## config.mk

```make
export PLATFORM = sky130hd
export DESIGN_NAME = wave_player
export DESIGN_NICKNAME = d
export VERILOG_FILES = /design/src/rtl/wp_pkg.sv /design/src/rtl/wp_role_scan.sv /design/src/rtl/wp_dur_sel.sv /design/src/rtl/wp_seg_run.sv /design/src/rtl/wave_player.sv
export SDC_FILE = /design/constraint.sdc
export NUM_CORES = 1
export LEC_CHECK = 0
export BUFFER_PORTS_ARGS = -buffer_cell sky130_fd_sc_hd__buf_2
export CORE_MARGIN = 2
export CORE_UTILIZATION = 35
export DETAILED_ROUTE_END_ITERATION = 16
export PLACE_DENSITY = 0.57
export REMOVE_ABC_BUFFERS = 1
export SYNTH_ARGS = -nofsm -noshare
export SYNTH_HDL_FRONTEND = slang
export SYNTH_SLANG_ARGS = --single-unit
```

## constraint.sdc

```tcl
create_clock -name clk -period 93.8 [get_ports clk]
set_input_delay 18.76 -clock clk [delete_from_list [all_inputs] [get_ports clk]]
set_output_delay 18.76 -clock clk [all_outputs]
set_load 0.005 [all_outputs]
```

## src/rtl/wp_pkg.sv

```systemverilog
package wp_pkg;
  localparam int LVL_W = 8;
  localparam int DUR_W = 8;
  localparam int OFS_W = 8;
  localparam int ADJ_W = DUR_W + 1;
  localparam int REC_W = 2 + 2 * LVL_W + DUR_W;

  typedef logic signed [LVL_W-1:0] lvl_t;
  typedef logic [DUR_W-1:0]        dur_t;
  typedef logic signed [OFS_W-1:0] ofs_t;
  typedef logic [ADJ_W-1:0]        adj_t;

  typedef struct packed {
    logic last;
    logic ramp;
    lvl_t lvl_a;
    lvl_t lvl_b;
    dur_t dur;
  } seg_t;

  typedef enum logic [2:0] {ROLE_NONE, ROLE_OD, ROLE_SP, ROLE_SN, ROLE_BR} role_t;

  // level used to classify a segment
  function automatic lvl_t role_level(input seg_t s);
    return s.ramp ? s.lvl_b : s.lvl_a;
  endfunction

  // stored duration plus signed offset, never below one tick
  function automatic adj_t adjust_dur(input dur_t d, input ofs_t o);
    int s;
    s = int'(d) + int'(o);
    if (s < 1) s = 1;
    return adj_t'(s);
  endfunction

  // interpolated level on tick k of a ramp lasting d ticks
  function automatic lvl_t ramp_point(input lvl_t a, input lvl_t b, input adj_t k, input adj_t d);
    int span;
    int q;
    if (d == '0) return a;
    span = int'(b) - int'(a);
    q = (span * int'(k)) / int'(d);
    return lvl_t'(int'(a) + q);
  endfunction
endpackage

```

## src/rtl/wp_role_scan.sv

```systemverilog
module wp_role_scan
  import wp_pkg::*;
#(
  parameter int SEG_LG = 2
) (
  input  logic              clk,
  input  logic              rst_n,
  input  logic              clr,
  input  logic              en,
  input  logic [SEG_LG-1:0] idx,
  input  lvl_t              lvl,
  output logic              od_ok,
  output logic [SEG_LG-1:0] od_idx,
  output logic              br_ok,
  output logic [SEG_LG-1:0] br_idx
);
  lvl_t max_q, min_q;

  // starting from 0 means only strictly positive/negative levels qualify;
  // strict compares keep the first of equal extremes
  always_ff @(posedge clk or negedge rst_n) begin
    if (!rst_n) begin
      max_q  <= '0;
      min_q  <= '0;
      od_ok  <= 1'b0;
      br_ok  <= 1'b0;
      od_idx <= '0;
      br_idx <= '0;
    end else if (clr) begin
      max_q  <= '0;
      min_q  <= '0;
      od_ok  <= 1'b0;
      br_ok  <= 1'b0;
      od_idx <= '0;
      br_idx <= '0;
    end else if (en) begin
      if (lvl > max_q) begin
        max_q  <= lvl;
        od_idx <= idx;
        od_ok  <= 1'b1;
      end
      if (lvl < min_q) begin
        min_q  <= lvl;
        br_idx <= idx;
        br_ok  <= 1'b1;
      end
    end
  end
endmodule

```

## src/rtl/wp_dur_sel.sv

```systemverilog
module wp_dur_sel
  import wp_pkg::*;
#(
  parameter int SEG_LG = 2
) (
  input  logic [SEG_LG-1:0] idx,
  input  lvl_t              lvl,
  input  dur_t              dur,
  input  logic              od_ok,
  input  logic [SEG_LG-1:0] od_idx,
  input  logic              br_ok,
  input  logic [SEG_LG-1:0] br_idx,
  input  ofs_t              ofs_od,
  input  ofs_t              ofs_sp,
  input  ofs_t              ofs_sn,
  input  ofs_t              ofs_br,
  output role_t             role,
  output adj_t              adj
);
  ofs_t ofs;

  always_comb begin
    if (od_ok && idx == od_idx)      role = ROLE_OD;
    else if (br_ok && idx == br_idx) role = ROLE_BR;
    else if (lvl > 0)                role = ROLE_SP;
    else if (lvl < 0)                role = ROLE_SN;
    else                             role = ROLE_NONE;

    case (role)
      ROLE_OD: ofs = ofs_od;
      ROLE_SP: ofs = ofs_sp;
      ROLE_SN: ofs = ofs_sn;
      ROLE_BR: ofs = ofs_br;
      default: ofs = '0;
    endcase

    adj = adjust_dur(dur, ofs);
  end
endmodule

```

## src/rtl/wp_seg_run.sv

```systemverilog
module wp_seg_run
  import wp_pkg::*;
(
  input  logic clk,
  input  logic rst_n,
  input  logic load,
  input  logic step,
  input  seg_t seg,
  input  logic last_in,
  input  adj_t dur_adj,
  output lvl_t val,
  output logic fin,
  output logic last
);
  lvl_t a_q, b_q;
  logic ramp_q;
  adj_t d_q, k_q, k_nxt;

  always_ff @(posedge clk or negedge rst_n) begin
    if (!rst_n) begin
      a_q    <= '0;
      b_q    <= '0;
      ramp_q <= 1'b0;
      d_q    <= '0;
      k_q    <= '0;
      last   <= 1'b0;
    end else if (load) begin
      a_q    <= seg.lvl_a;
      b_q    <= seg.lvl_b;
      ramp_q <= seg.ramp;
      d_q    <= dur_adj;
      k_q    <= '0;
      last   <= last_in;
    end else if (step) begin
      k_q <= k_nxt;
    end
  end

  assign k_nxt = k_q + adj_t'(1);
  assign val   = ramp_q ? ramp_point(a_q, b_q, k_nxt, d_q) : a_q;
  assign fin   = (k_nxt == d_q);
endmodule

```

## src/rtl/wave_player.sv

```systemverilog
module wave_player
  import wp_pkg::*;
#(
  parameter int ID_W   = 3,
  parameter int SEG_LG = 2,
  localparam int ADDR_W = ID_W + SEG_LG
) (
  input  logic                    clk,
  input  logic                    rst_n,
  input  logic                    start_i,
  input  logic [ID_W-1:0]         wave_id_i,
  output logic                    ready_o,
  output logic [ADDR_W-1:0]       mem_addr_o,
  input  logic [REC_W-1:0]        mem_data_i,
  input  logic                    tick_i,
  input  logic signed [OFS_W-1:0] ofs_od_i,
  input  logic signed [OFS_W-1:0] ofs_sp_i,
  input  logic signed [OFS_W-1:0] ofs_sn_i,
  input  logic signed [OFS_W-1:0] ofs_br_i,
  output logic signed [LVL_W-1:0] amp_o,
  output logic                    done_o
);
  localparam logic [SEG_LG-1:0] IDX_MAX = '1;

  typedef enum logic [2:0] {S_IDLE, S_SCAN_A, S_SCAN_D, S_PLAY_A, S_PLAY_D, S_RUN, S_END} st_t;

  st_t               st_q;
  logic [ID_W-1:0]   id_q;
  logic [SEG_LG-1:0] idx_q;
  lvl_t              amp_q;
  logic              done_q;

  // named internal events
  seg_t  seg_w;
  lvl_t  rlvl;
  logic  idx_last, scan_clr, scan_en, seg_load, run_step;
  logic  od_ok, br_ok;
  logic [SEG_LG-1:0] od_idx, br_idx;
  role_t seg_role;
  adj_t  adj_dur;
  lvl_t  run_val;
  logic  run_fin, run_last;

  assign seg_w    = seg_t'(mem_data_i);
  assign rlvl     = role_level(seg_w);
  assign idx_last = seg_w.last || (idx_q == IDX_MAX);
  assign scan_clr = (st_q == S_IDLE) && start_i;
  assign scan_en  = (st_q == S_SCAN_D);
  assign seg_load = (st_q == S_PLAY_D);
  assign run_step = (st_q == S_RUN) && tick_i;

  wp_role_scan #(.SEG_LG(SEG_LG)) scan_i (
    .clk(clk), .rst_n(rst_n), .clr(scan_clr), .en(scan_en),
    .idx(idx_q), .lvl(rlvl),
    .od_ok(od_ok), .od_idx(od_idx), .br_ok(br_ok), .br_idx(br_idx)
  );

  wp_dur_sel #(.SEG_LG(SEG_LG)) sel_i (
    .idx(idx_q), .lvl(rlvl), .dur(seg_w.dur),
    .od_ok(od_ok), .od_idx(od_idx), .br_ok(br_ok), .br_idx(br_idx),
    .ofs_od(ofs_od_i), .ofs_sp(ofs_sp_i), .ofs_sn(ofs_sn_i), .ofs_br(ofs_br_i),
    .role(seg_role), .adj(adj_dur)
  );

  wp_seg_run run_i (
    .clk(clk), .rst_n(rst_n), .load(seg_load), .step(run_step),
    .seg(seg_w), .last_in(idx_last), .dur_adj(adj_dur),
    .val(run_val), .fin(run_fin), .last(run_last)
  );

  always_ff @(posedge clk or negedge rst_n) begin
    if (!rst_n) begin
      st_q   <= S_IDLE;
      id_q   <= '0;
      idx_q  <= '0;
      amp_q  <= '0;
      done_q <= 1'b0;
    end else begin
      done_q <= 1'b0;
      case (st_q)
        S_IDLE: if (start_i) begin
          id_q  <= wave_id_i;
          idx_q <= '0;
          st_q  <= S_SCAN_A;
        end
        S_SCAN_A: st_q <= S_SCAN_D;
        S_SCAN_D: begin
          if (idx_last) begin
            idx_q <= '0;
            st_q  <= S_PLAY_A;
          end else begin
            idx_q <= idx_q + 1'b1;
            st_q  <= S_SCAN_A;
          end
        end
        S_PLAY_A: st_q <= S_PLAY_D;
        S_PLAY_D: st_q <= S_RUN;
        S_RUN: if (tick_i) begin
          amp_q <= run_val;
          if (run_fin) begin
            if (run_last) st_q <= S_END;
            else begin
              idx_q <= idx_q + 1'b1;
              st_q  <= S_PLAY_A;
            end
          end
        end
        S_END: if (tick_i) begin
          amp_q  <= '0;
          done_q <= 1'b1;
          st_q   <= S_IDLE;
        end
        default: st_q <= S_IDLE;
      endcase
    end
  end

  assign ready_o    = (st_q == S_IDLE);
  assign mem_addr_o = {id_q, idx_q};
  assign amp_o      = amp_q;
  assign done_o     = done_q;
endmodule

```

# [Yosys cells after proc, flatten, opt, wreduce, memory -nomap -nowiden]
# Cells that the tools add are included.
[totals] output_inout_bits=15 word_cells=116 input_bits=65 regBits=75
[classes] n_eq_ne=19 n_addsub=5 n_lt_le_gt_ge=5 n_mux=49 n_mul=1 n_reduce_logical=19 div_mod_pow=1
[op_table] operator="$mux W8" count=12
[op_table] operator="$div A32 B10 Y32" count=1
[op_table] operator="$mul A32 B10 Y32" count=1
[op_table] operator="$pmux W8 S4" count=1
[op_table] operator="$mux W9" count=3
[op_table] operator="$mux W2" count=13
[op_table] operator="$mux W3" count=8
[op_table] operator="$pmux W3 S7" count=1
[op_table] operator="$pmux W8 S2" count=1
[op_table] operator="$eq A3 B2 Y1 const B" count=4
[op_table] operator="$eq A3 B3 Y1 const B" count=4
[op_table] operator="$add A9 B8 Y10" count=1
[op_table] operator="$lt A10 B2 Y1 const B" count=1
[op_table] operator="$ne A2 B2 Y1 const B" count=5
[op_table] operator="$reduce_bool A2 Y1" count=5
[op_table] operator="$add A9 B1 Y9 const B" count=1
[op_table] operator="$eq A9 B9 Y1" count=1
[op_table] operator="$logic_not A9 Y1" count=1
[op_table] operator="$mux W1" count=9
[op_table] operator="$sub A8 B8 Y9" count=1
[op_table] operator="$add A8 B8 Y8" count=1
[op_table] operator="$gt A8 B1 Y1 const B" count=1
[op_table] operator="$gt A8 B8 Y1" count=1
[op_table] operator="$lt A8 B1 Y1 const B" count=1
[op_table] operator="14 further kinds" count=21

# [Longest topological paths before layout]
# Gate-level depths: netlist (run 1).
[logic_depth] word_depth=11 depth_mapped=469 mapped_depth_nobuf=449

# [Hierarchy]
# Synthesis (run 1) repeated with hierarchy kept, for this count alone.
[unflattened] hier_cells=3810 area_unflattened_um2=28537.4
[modules_own_cells] mod="wp_seg_run" instances=1 seq_area_each_um2=900.9 area_per_inst_um2=25364.3 cells_each=3479
[modules_own_cells] mod="wp_role_scan" instances=1 seq_area_each_um2=550.5 area_per_inst_um2=1440.1 cells_each=152
[modules_own_cells] mod="wave_player" instances=1 seq_area_each_um2=425.4 area_per_inst_um2=978.4 cells_each=80
[modules_own_cells] mod="wp_dur_sel" instances=1 seq_area_each_um2=0.0 area_per_inst_um2=754.5 cells_each=99

# [Worst setup path after synthesis (run 1)]
# No wires, ideal clock.
[synth_path] kind="register to register" startpoint="register run_i.a_q[1]" endpoint="register amp_q[7], in the netlist amp_o[7]" n_path_buf=31 t_arrival_ps=88769 path_stages_with_launch=454 synth_period_minus_slack_ps=88904 required_time_ps=93665 slack_ps=4896 setup_time_ps=135 path_cell_list="dfrtp_1 > inv_1 > ha_1 > nor2b_1 > o21ai_0 > nand2b_1 > a21o_1 > a21o_1 > a21o_1 > a21oi_1 > xnor2_1 > or2_2 > fa_1 > fa_1 > inv_1 > fa_1 > fa_1 > inv_1 > (+418 left out) > or4_1 > nor4_2 > and3_1 > ha_1 > nor2_1 > a21oi_1 > ha_1 > a21o_1 > a21o_1 > a21o_1 > a21oi_1 > o21bai_1 > a21oi_1 > xnor2_1 > nor3_1 > or3b_2 > xnor2_1 > o21ai_0"
[synth_via] elab_chain_cells=8
[synth_rtl] element="start: declaration" line_no="wp_seg_run.sv:15" rtl="lvl_t a_q, b_q;"
[synth_rtl] element="start signal: assignment" line_no="wp_seg_run.sv:28" rtl="a_q <= seg.lvl_a;"
[synth_rtl] element="$sub A8 B8 Y9" line_no="wp_pkg.sv:41" rtl="span = int'(b) - int'(a);"
[synth_rtl] element="$mul A32 B10 Y32" line_no="wp_pkg.sv:42" rtl="q = (span * int'(k)) / int'(d);"
[synth_rtl] element="$div A32 B10 Y32" line_no="wp_pkg.sv:42"
[synth_rtl] element="$add A8 B8 Y8 *" line_no="wp_pkg.sv:43" rtl="return lvl_t'(int'(a) + q);"
[synth_rtl] element="$mux W8 *" line_no="wp_pkg.sv:41"
[synth_rtl] element="$mux W8 *" line_no="wp_seg_run.sv:40" rtl="assign val = ramp_q ? ramp_point(a_q, b_q, k_nxt, d_q) : a_q;"
[synth_rtl] element="$mux W8 *" line_no="wave_player.sv:98" rtl="S_RUN: if (tick_i) begin"
[synth_rtl] element="$pmux W8 S2 *" line_no="wave_player.sv:80" rtl="case (st_q)"
[synth_rtl] element="end signal: assignment" line_no="wave_player.sv:99" rtl="amp_q <= run_val;"
[synth_rtl] element="end: declaration" line_no="wave_player.sv:30" rtl="lvl_t amp_q;"
# Every way passes the cells marked *; elsewhere a longest branch is shown, timed or not. The select of a mux whose other input is x is not followed.
# A chain may end at the register's enable or synchronous reset.

# [Worst setup path in the final report (run 1)]
# Same ends and word-level chain as after synthesis.

==> flow_metrics.py, run 1 <==
metrics = {
    "finish": {
        "fillCellCount": 8169,
        "area.growth.synth_to_final_pct": 10.5,
        "nNetsFinal": 4333,
        "antennaDiodeCount": 0,
        "layout_cell_share_with_drive_strength_beyond_1_pct": 13.5,
    },
    "global_route": {
        "grt-ovfl-total": 0,
        "grt_usage_pct": 19.1,
        "antenna_found_initial": 0,
        "via_count_of_the_first_global_routing_pass": 26147,
        "grt_first_pass_wirelength_um": 133000,
        "grt_max_degree": 76,
    },
    "sta": {
        "timing.max_slew.rel_slack_pct": 25.5,
        "final-setup-viol-count": 0,
        "setup_slack_ns": 6.15,
        "skew_ns": 0.00906,
        "fin_crit_sh_pct": 93.4,
        "achievable-frequency_ghz": 0.0114,
        "hold_violations": 0,
        "max_slew.worst_pin.slew_ns": 1.11,
        "report.final.slew_viol_count": 0,
        "period_needed_ns": 87.65,
    },
    "routing": {
        "drc_errors": 0,
        "first_iter_violations": 1561,
        "route.final.wire_length_um": 80400,
        "detail-route-antenna-nets": 0,
        "viasPerCell": 5.73,
        "wire_per_inst_um": 16.4,
        "drt_pass_1_iters": 5,
        "vias": 28115,
    },
    "worst_setup_path": {
        "worst_setup_path_startpoint": "run_i.a_q[1]$_DFFE_PN0P_",
        "critPathLaunchType": "register",
        "class_of_the_most_critical_setup_path": "register to register",
        "worst_ep_arrival_time_ns": 87.84,
        "end_kind": "register",
        "wp_data_required_ns": 93.99,
        "critical_path.max_stage_delay_ns": 0.62,
        "r2r-start": "run_i.a_q[1]$_DFFE_PN0P_",
        "critPathMaxFanout": 22,
        "cpMaxStageDelayCell": "sky130_fd_sc_hd__or4_4",
        "crit_path_frequent_cell": "sky130_fd_sc_hd__o21a_1",
    },
    "yosys": {
        "mean_area_per_synthesized_cell_um2": 7.34,
        "synth.area.top_cells": "sky130_fd_sc_hd__ha_1 (16%), sky130_fd_sc_hd__dfrtp_1 (6.8%), sky130_fd_sc_hd__nor2_1 (5.3%)",
        "netlist_area_mm2": 0.0276,
        "synth_cell_types": 140,
        "postSynth.topFlopCell": "sky130_fd_sc_hd__dfrtp_1",
        "ys_seq_area_share_pct": 6.81,
        "yosysMostFrequentCell": "sky130_fd_sc_hd__nor2_1",
        "count_of_state_elements_after_synthesis": 75,
        "synth-async-reset-ratio_pct": 100,
        "synth_area_leader_cell": "sky130_fd_sc_hd__ha_1",
        "synth-warning-count": 0,
        "synthCells": 3756,
        "synth-edff-count": 0,
        "synth.cells.most_frequent": "sky130_fd_sc_hd__nor2_1 (386), sky130_fd_sc_hd__ha_1 (354), sky130_fd_sc_hd__nand2_1 (332)",
        "synth_largest_type_area_fraction_pct": 16.1,
    },
    "floorplanning": {
        "floorplan.initialDensity_pct": 35.5,
        "die_y_um": 285,
        "placeableCoreArea_mm2": 0.0777,
        "io-pin-count": 80,
        "row_count": 102,
        "die_width_um": 285,
        "die_area_mm2": 0.0810,
    },
    "job": {
        "drv_cap": 0,
    },
    "clocking": {
        "largest_buffer_count_on_any_clock_path": 2,
        "tritoncts_clock_tree": "built",
        "clock-root-buffer": "sky130_fd_sc_hd__clkbuf_16",
        "cts.sink_count": 75,
        "cts.clk_slew.worst_paths_ns": 0.07,
        "htreeDepth": 3,
        "clk_latency_ns": 0.34,
        "number_of_buffers_inserted_during_clock_tree_synthesis": 9,
    },
    "min_path": {
        "worstHoldStart": "run_i.b_q[5]$_DFFE_PN0P_",
        "hp-class": "register to register",
    },
    "place": {
        "place_congestion": 0.896,
        "hpwl_um": 64600,
        "detailedPlace.worstSlack_ns": -1.53,
        "port-buffer-count": 79,
    },
    "outcome": {
        "run_status": "complete, no violations",
    },
}
[metrics by stage]
| stage | instance area, um2 | cells | util, % | setup TNS [ns] | hold WS (ns) |
|---|---|---|---|---|---|
| after CTS | 29600 | 4866 | 38.1 | 0 | 0.484 |
| after global routing | 30500 | 4906 | 39.2 | -0.440 | 0.511 |
| final | 30500 | 4906 | 39.2 | 0 | 0.482 |
| after global placement | 29300 | 4848 | 37.7 | -0.549 | 0.464 |
| after detailed placement | 29300 | 4848 | 37.7 | -4.44 | 0.470 |
| after floorplan | 27100 | 3671 | - | 0 | 0.445 |
[timing repair]
item                                    4_1_cts  5_1_grt
gates resized for setup                      10      129
pin swaps                                     1       27
hold endpoints to repair                      0        0
endpoints found under the setup margin        7        8
buffers inserted                              2       40
hold buffers                                  0        0
[final timing paths]
kind	end	slack (ns)	depth (start not counted)
max	amp_o[7]$_DFFE_PN0P_	6.15	440
min	run_i.b_q[5]$_DFFE_PN0P_	0.48	2
max reg2reg	amp_o[7]$_DFFE_PN0P_	6.15	440
min reg2reg	run_i.b_q[5]$_DFFE_PN0P_	0.48	2
max in group asynchronous	idx_q[1]$_DFFE_PN0P_	74.59	1
min in group asynchronous	id_q[0]$_DFFE_PN0P_	18.59	1
[flip-flops by register name, summed over array words and instances, names as in the netlist, 3 cells and up]
register	cells
id_q	3
scan_i.min_q	8
scan_i.max_q	8
amp_o	8
run_i.a_q	8
run_i.k_q	9
st_q	3
run_i.d_q	9
run_i.b_q	8
[per-layer routing]
| layer | routed length (um) | track usage [%] | vias to the layer above |
|---|---|---|---|
| met2 | 36700 | 32.0 | 582 |
| met1 | 39800 | 27.4 | 13169 |
| met5 | 0 | 0 | - |
| li1 | - | - | 14305 |
| met4 | 853 | 2.58 | 0 |
| met3 | 3080 | 0.843 | 59 |
[final cells by class]
type	count	area (um2)	area share [%]
clock inverters	7	60.1	0.197
multi-input cells	3415	25200	82.6
flip-flops and latches	75	1880	6.16
repair buffers	179	1160	3.82
well taps	1040	1300	4.27
inverters	181	679	2.23
clock buffers	9	225	0.739
[worst max-delay path, delay by kind of cell (launching register included)]
| family | cells | cell delay, ns |
|---|---|---|
| AO/OA/AOI/OAI | 239 | 44.31 |
| buffers and inverters | 21 | 2.83 |
| XOR/XNOR | 3 | 0.49 |
| AND/OR/NAND/NOR | 129 | 23.67 |
| multiplexers | 8 | 2.47 |
| flip-flops | 1 | 0.42 |
| adder cells (fa/ha/maj) | 40 | 13.05 |
[placed cells by master, fill, tap and decap left out, types with 15 or more instances in the layout]
master	n
sky130_fd_sc_hd__nor2_1	368
sky130_fd_sc_hd__ha_1	354
sky130_fd_sc_hd__nand2_1	320
sky130_fd_sc_hd__nor3_1	220
sky130_fd_sc_hd__a21oi_1	204
sky130_fd_sc_hd__inv_1	181
sky130_fd_sc_hd__o21a_1	180
sky130_fd_sc_hd__o21ai_0	149
sky130_fd_sc_hd__xnor2_1	133
sky130_fd_sc_hd__nand3_1	117
sky130_fd_sc_hd__o31ai_1	100
sky130_fd_sc_hd__buf_4	97
sky130_fd_sc_hd__buf_2	78
sky130_fd_sc_hd__xor2_1	77
sky130_fd_sc_hd__dfrtp_1	75
sky130_fd_sc_hd__a21o_1	62
sky130_fd_sc_hd__mux2i_1	60
sky130_fd_sc_hd__or2_2	59
sky130_fd_sc_hd__nand2b_1	54
sky130_fd_sc_hd__fa_1	53
sky130_fd_sc_hd__a31oi_1	49
sky130_fd_sc_hd__mux2_2	49
sky130_fd_sc_hd__nand4_1	42
sky130_fd_sc_hd__or3_1	38
sky130_fd_sc_hd__and2_1	36
sky130_fd_sc_hd__a211oi_1	35
sky130_fd_sc_hd__and3_1	33
sky130_fd_sc_hd__o211ai_1	31
sky130_fd_sc_hd__nor2b_1	28
sky130_fd_sc_hd__a21oi_2	28
sky130_fd_sc_hd__nor4_1	24
sky130_fd_sc_hd__o21bai_1	17
sky130_fd_sc_hd__o21ai_1	15
sky130_fd_sc_hd__a22oi_1	15
sky130_fd_sc_hd__and4_1	15
sky130_fd_sc_hd__o22ai_1	15
[kinds of logic (layout without fill, tap and decap cells)]
family / after synthesis / after routing / share of synthesized area, %
simple gates: 1523 / 1523 / 28.3
compound gates: 1149 / 1149 / 29.5
fa+ha+maj: 409 / 409 / 20.0
buf+inv: 271 / 376 / 4.16
xor+xnor: 214 / 214 / 6.88
mux: 114 / 114 / 4.42
flops: 75 / 75 / 6.81
other cells: 1 / 6 / 0.0136
Power of run 1 is not shown: default switching activity piles up to over one toggle a cycle in this logic, so the estimate is an artifact.
==> run 2, diff against run 1 <==
ABC_AREA = 1   (was not set)
==> flow_metrics.py, run 2 <==
metrics = {
    "clocking": {
        "htreeDepth": 3,
        "clk_latency_ns": 0.33,
        "clock-root-buffer": "sky130_fd_sc_hd__clkbuf_16",
        "cts-hold-fix-buffers": 0,
        "number_of_buffers_inserted_during_clock_tree_synthesis": 9,
        "cts.clk_slew.worst_paths_ns": 0.06,
        "ctsResizeCount": 0,
        "tritoncts_clock_tree": "built",
        "largest_buffer_count_on_any_clock_path": 2,
        "cts.sink_count": 75,
        "post_cts.repair.setup_buffers": 0,
    },
    "sta": {
        "period_needed_ns": 79.32,
        "fin_crit_sh_pct": 84.6,
        "setup_total_negative_slack_ns": 0,
        "achievable-frequency_ghz": 0.0126,
        "skew_ns": 0.00869,
        "report.final.slew_viol_count": 0,
        "hold_violations": 0,
        "rsz0062_at_grt": "false",
        "setup_slack_ns": 14.48,
        "max_slew.worst_pin.slew_ns": 1.04,
        "final-setup-viol-count": 0,
        "timing.max_slew.rel_slack_pct": 29.4,
    },
    "yosys": {
        "synth-warning-count": 0,
        "count_of_state_elements_after_synthesis": 75,
        "synth_area_leader_cell": "sky130_fd_sc_hd__nand2_1",
        "synth_largest_type_area_fraction_pct": 17.8,
        "synth-async-reset-ratio_pct": 100,
        "synth-edff-count": 0,
        "netlist_area_mm2": 0.0312,
        "yosysMostFrequentCell": "sky130_fd_sc_hd__nand2_1",
        "synth_cell_types": 66,
        "synth.area.top_cells": "sky130_fd_sc_hd__nand2_1 (18%), sky130_fd_sc_hd__ha_1 (14%), sky130_fd_sc_hd__inv_1 (9.8%)",
        "ys_seq_area_share_pct": 6.01,
        "mean_area_per_synthesized_cell_um2": 5.73,
        "synthCells": 5447,
        "postSynth.topFlopCell": "sky130_fd_sc_hd__dfrtp_1",
        "synth.cells.most_frequent": "sky130_fd_sc_hd__nand2_1 (1477), sky130_fd_sc_hd__inv_1 (815), sky130_fd_sc_hd__nor2_1 (525)",
    },
    "worst_setup_path": {
        "worst_ep_arrival_time_ns": 79.59,
        "cpMaxStageDelayCell": "sky130_fd_sc_hd__nor2_2",
        "worst_path_dominant_cell_family": "simple AND/OR/NAND/NOR gates",
        "crit_path_frequent_cell": "sky130_fd_sc_hd__nand2_1",
        "wp_data_required_ns": 94.07,
        "class_of_the_most_critical_setup_path": "register to register",
        "r2r-start": "run_i.a_q[2]$_DFFE_PN0P_",
        "end_kind": "register",
        "critPathMaxFanout": 38,
        "critical_path.max_stage_delay_ns": 0.70,
        "cp.buffers_inverters": 66,
        "critPathLaunchType": "register",
        "worst_setup_path_startpoint": "run_i.a_q[2]$_DFFE_PN0P_",
    },
    "finish": {
        "layout_commonest_cell": "sky130_fd_sc_hd__nand2_1",
        "commonest_non_fill_non_tap_cells_in_the_layout": "sky130_fd_sc_hd__nand2_1 (1477), sky130_fd_sc_hd__inv_1 (810), sky130_fd_sc_hd__nor2_1 (524)",
        "fillCellCount": 9855,
        "layout_cell_share_with_drive_strength_beyond_1_pct": 8.35,
        "nNetsFinal": 5953,
        "antennaDiodeCount": 0,
        "area.growth.synth_to_final_pct": 5.69,
        "reg.largest.list": "run_i.d_q: 9 flops, run_i.k_q: 9 flops",
    },
    "global_route": {
        "grt_usage_pct": 21.3,
        "via_count_of_the_first_global_routing_pass": 31182,
        "grt_first_pass_wirelength_um": 160000,
        "grt_max_degree": 55,
        "antenna_found_initial": 3,
        "grt-ovfl-total": 0,
    },
    "job": {
        "drv_cap": 0,
    },
    "routing": {
        "drt_pass_1_iters": 6,
        "drc_errors": 0,
        "viasPerCell": 5.12,
        "vias": 34039,
        "wire_per_inst_um": 15.0,
        "route.final.wire_length_um": 99900,
        "first_iter_violations": 2573,
        "detail-route-antenna-nets": 0,
    },
    "min_path": {
        "hp-class": "register to register",
        "worstHoldStart": "run_i.ramp_q$_DFFE_PN0P_",
    },
    "place": {
        "place_congestion": 0.957,
        "detailedPlace.worstSlack_ns": 15.19,
        "hpwl_um": 82500,
        "port-buffer-count": 79,
    },
    "floorplanning": {
        "floorplan.initialDensity_pct": 35.3,
        "row_count": 109,
        "die_y_um": 303,
        "die_area_mm2": 0.0916,
        "placeableCoreArea_mm2": 0.0884,
        "io-pin-count": 80,
        "die_width_um": 303,
    },
    "outcome": {
        "run_status": "complete, no violations",
    },
}
run 2: cell types whose count changed after synthesis, moves of 90 or more:
cell / change
sky130_fd_sc_hd__o21ai_0: +148
sky130_fd_sc_hd__inv_2: +90
sky130_fd_sc_hd__nand2_1: +1145
sky130_fd_sc_hd__inv_1: +634
sky130_fd_sc_hd__nand4_1: +90
sky130_fd_sc_hd__nor2_1: +139
sky130_fd_sc_hd__nor3_1: -168
sky130_fd_sc_hd__o21a_1: -168
sky130_fd_sc_hd__nand3_1: +307
sky130_fd_sc_hd__xor2_1: +105
run 2: tightest hold or removal path: stages, from the launching register on:
cell and delay, ns:
sky130_fd_sc_hd__dfrtp_1 0.34, sky130_fd_sc_hd__nand2_1 0.05, sky130_fd_sc_hd__nand2_1 0.05
run 2: routing by layer:
metal | share of wire (%) | up-vias | global-route usage [%]
met3 | 5.4 | 130 | 1.69
met1 | 48 | 15346 | 30.2
met2 | 44 | 901 | 35.0
met4 | 2.1 | 2 | 4.79
li1 | - | 17660 | -
met5 | 0.013 | - | 0
run 2: kinds of logic (layout without fill, tap and decap cells):
group | after synthesis | in the layout | synth area share, %
adders and majority gates | 407 | 407 | 17.6
DFF | 75 | 75 | 6.01
other | 1 | 6 | 0.0120
xor gates and xnor gates | 270 | 270 | 7.57
and+or+nand+nor | 2905 | 2905 | 41.9
buffers and inverters | 1012 | 1046 | 13.0
muxes | 1 | 1 | 0.0321
AOI/OAI and AO/OA | 776 | 776 | 13.9
run 2: worst paths after layout:
check | end | slack (ns) | depth (start not counted)
worst max-delay path | amp_o[7]$_DFFE_PN0P_ | 14.48 | 471
worst min-delay path | run_i.ramp_q$_DFFE_PN0P_ | 0.47 | 2
worst max register to register | amp_o[7]$_DFFE_PN0P_ | 14.48 | 471
worst min register to register | run_i.ramp_q$_DFFE_PN0P_ | 0.47 | 2
max in group asynchronous | run_i.d_q[5]$_DFFE_PN0P_ | 74.46 | 2
min in group asynchronous | done_o$_DFF_PN0_ | 18.31 | 1
run 2: final cells by class:
| class | count | area [um2] | area share (%) |
|---|---|---|---|
| multi-input cells | 4365 | 25300 | 76.7 |
| inverters | 937 | 3520 | 10.7 |
| flip-flops and latches | 75 | 1880 | 5.69 |
| well taps | 1165 | 1460 | 4.42 |
| repair buffers | 93 | 503 | 1.52 |
| clock buffers | 10 | 229 | 0.694 |
| clock inverters | 6 | 88.8 | 0.269 |
run 2: metrics by stage:
step / cells / instance area, um2 / hold WS (ns) / util [%]
2_1_floorplan: 5377 / 30700 / 0.442 / -
3_5_place_dp: 6635 / 32700 / 0.460 / 37.0
5_1_grt: 6651 / 33000 / 0.494 / 37.3
6_report: 6651 / 33000 / 0.471 / 37.3
4_1_cts: 6651 / 33000 / 0.474 / 37.3
3_3_place_gp: 6635 / 32700 / 0.454 / 37.0
Power of run 2 is left out for the same reason.
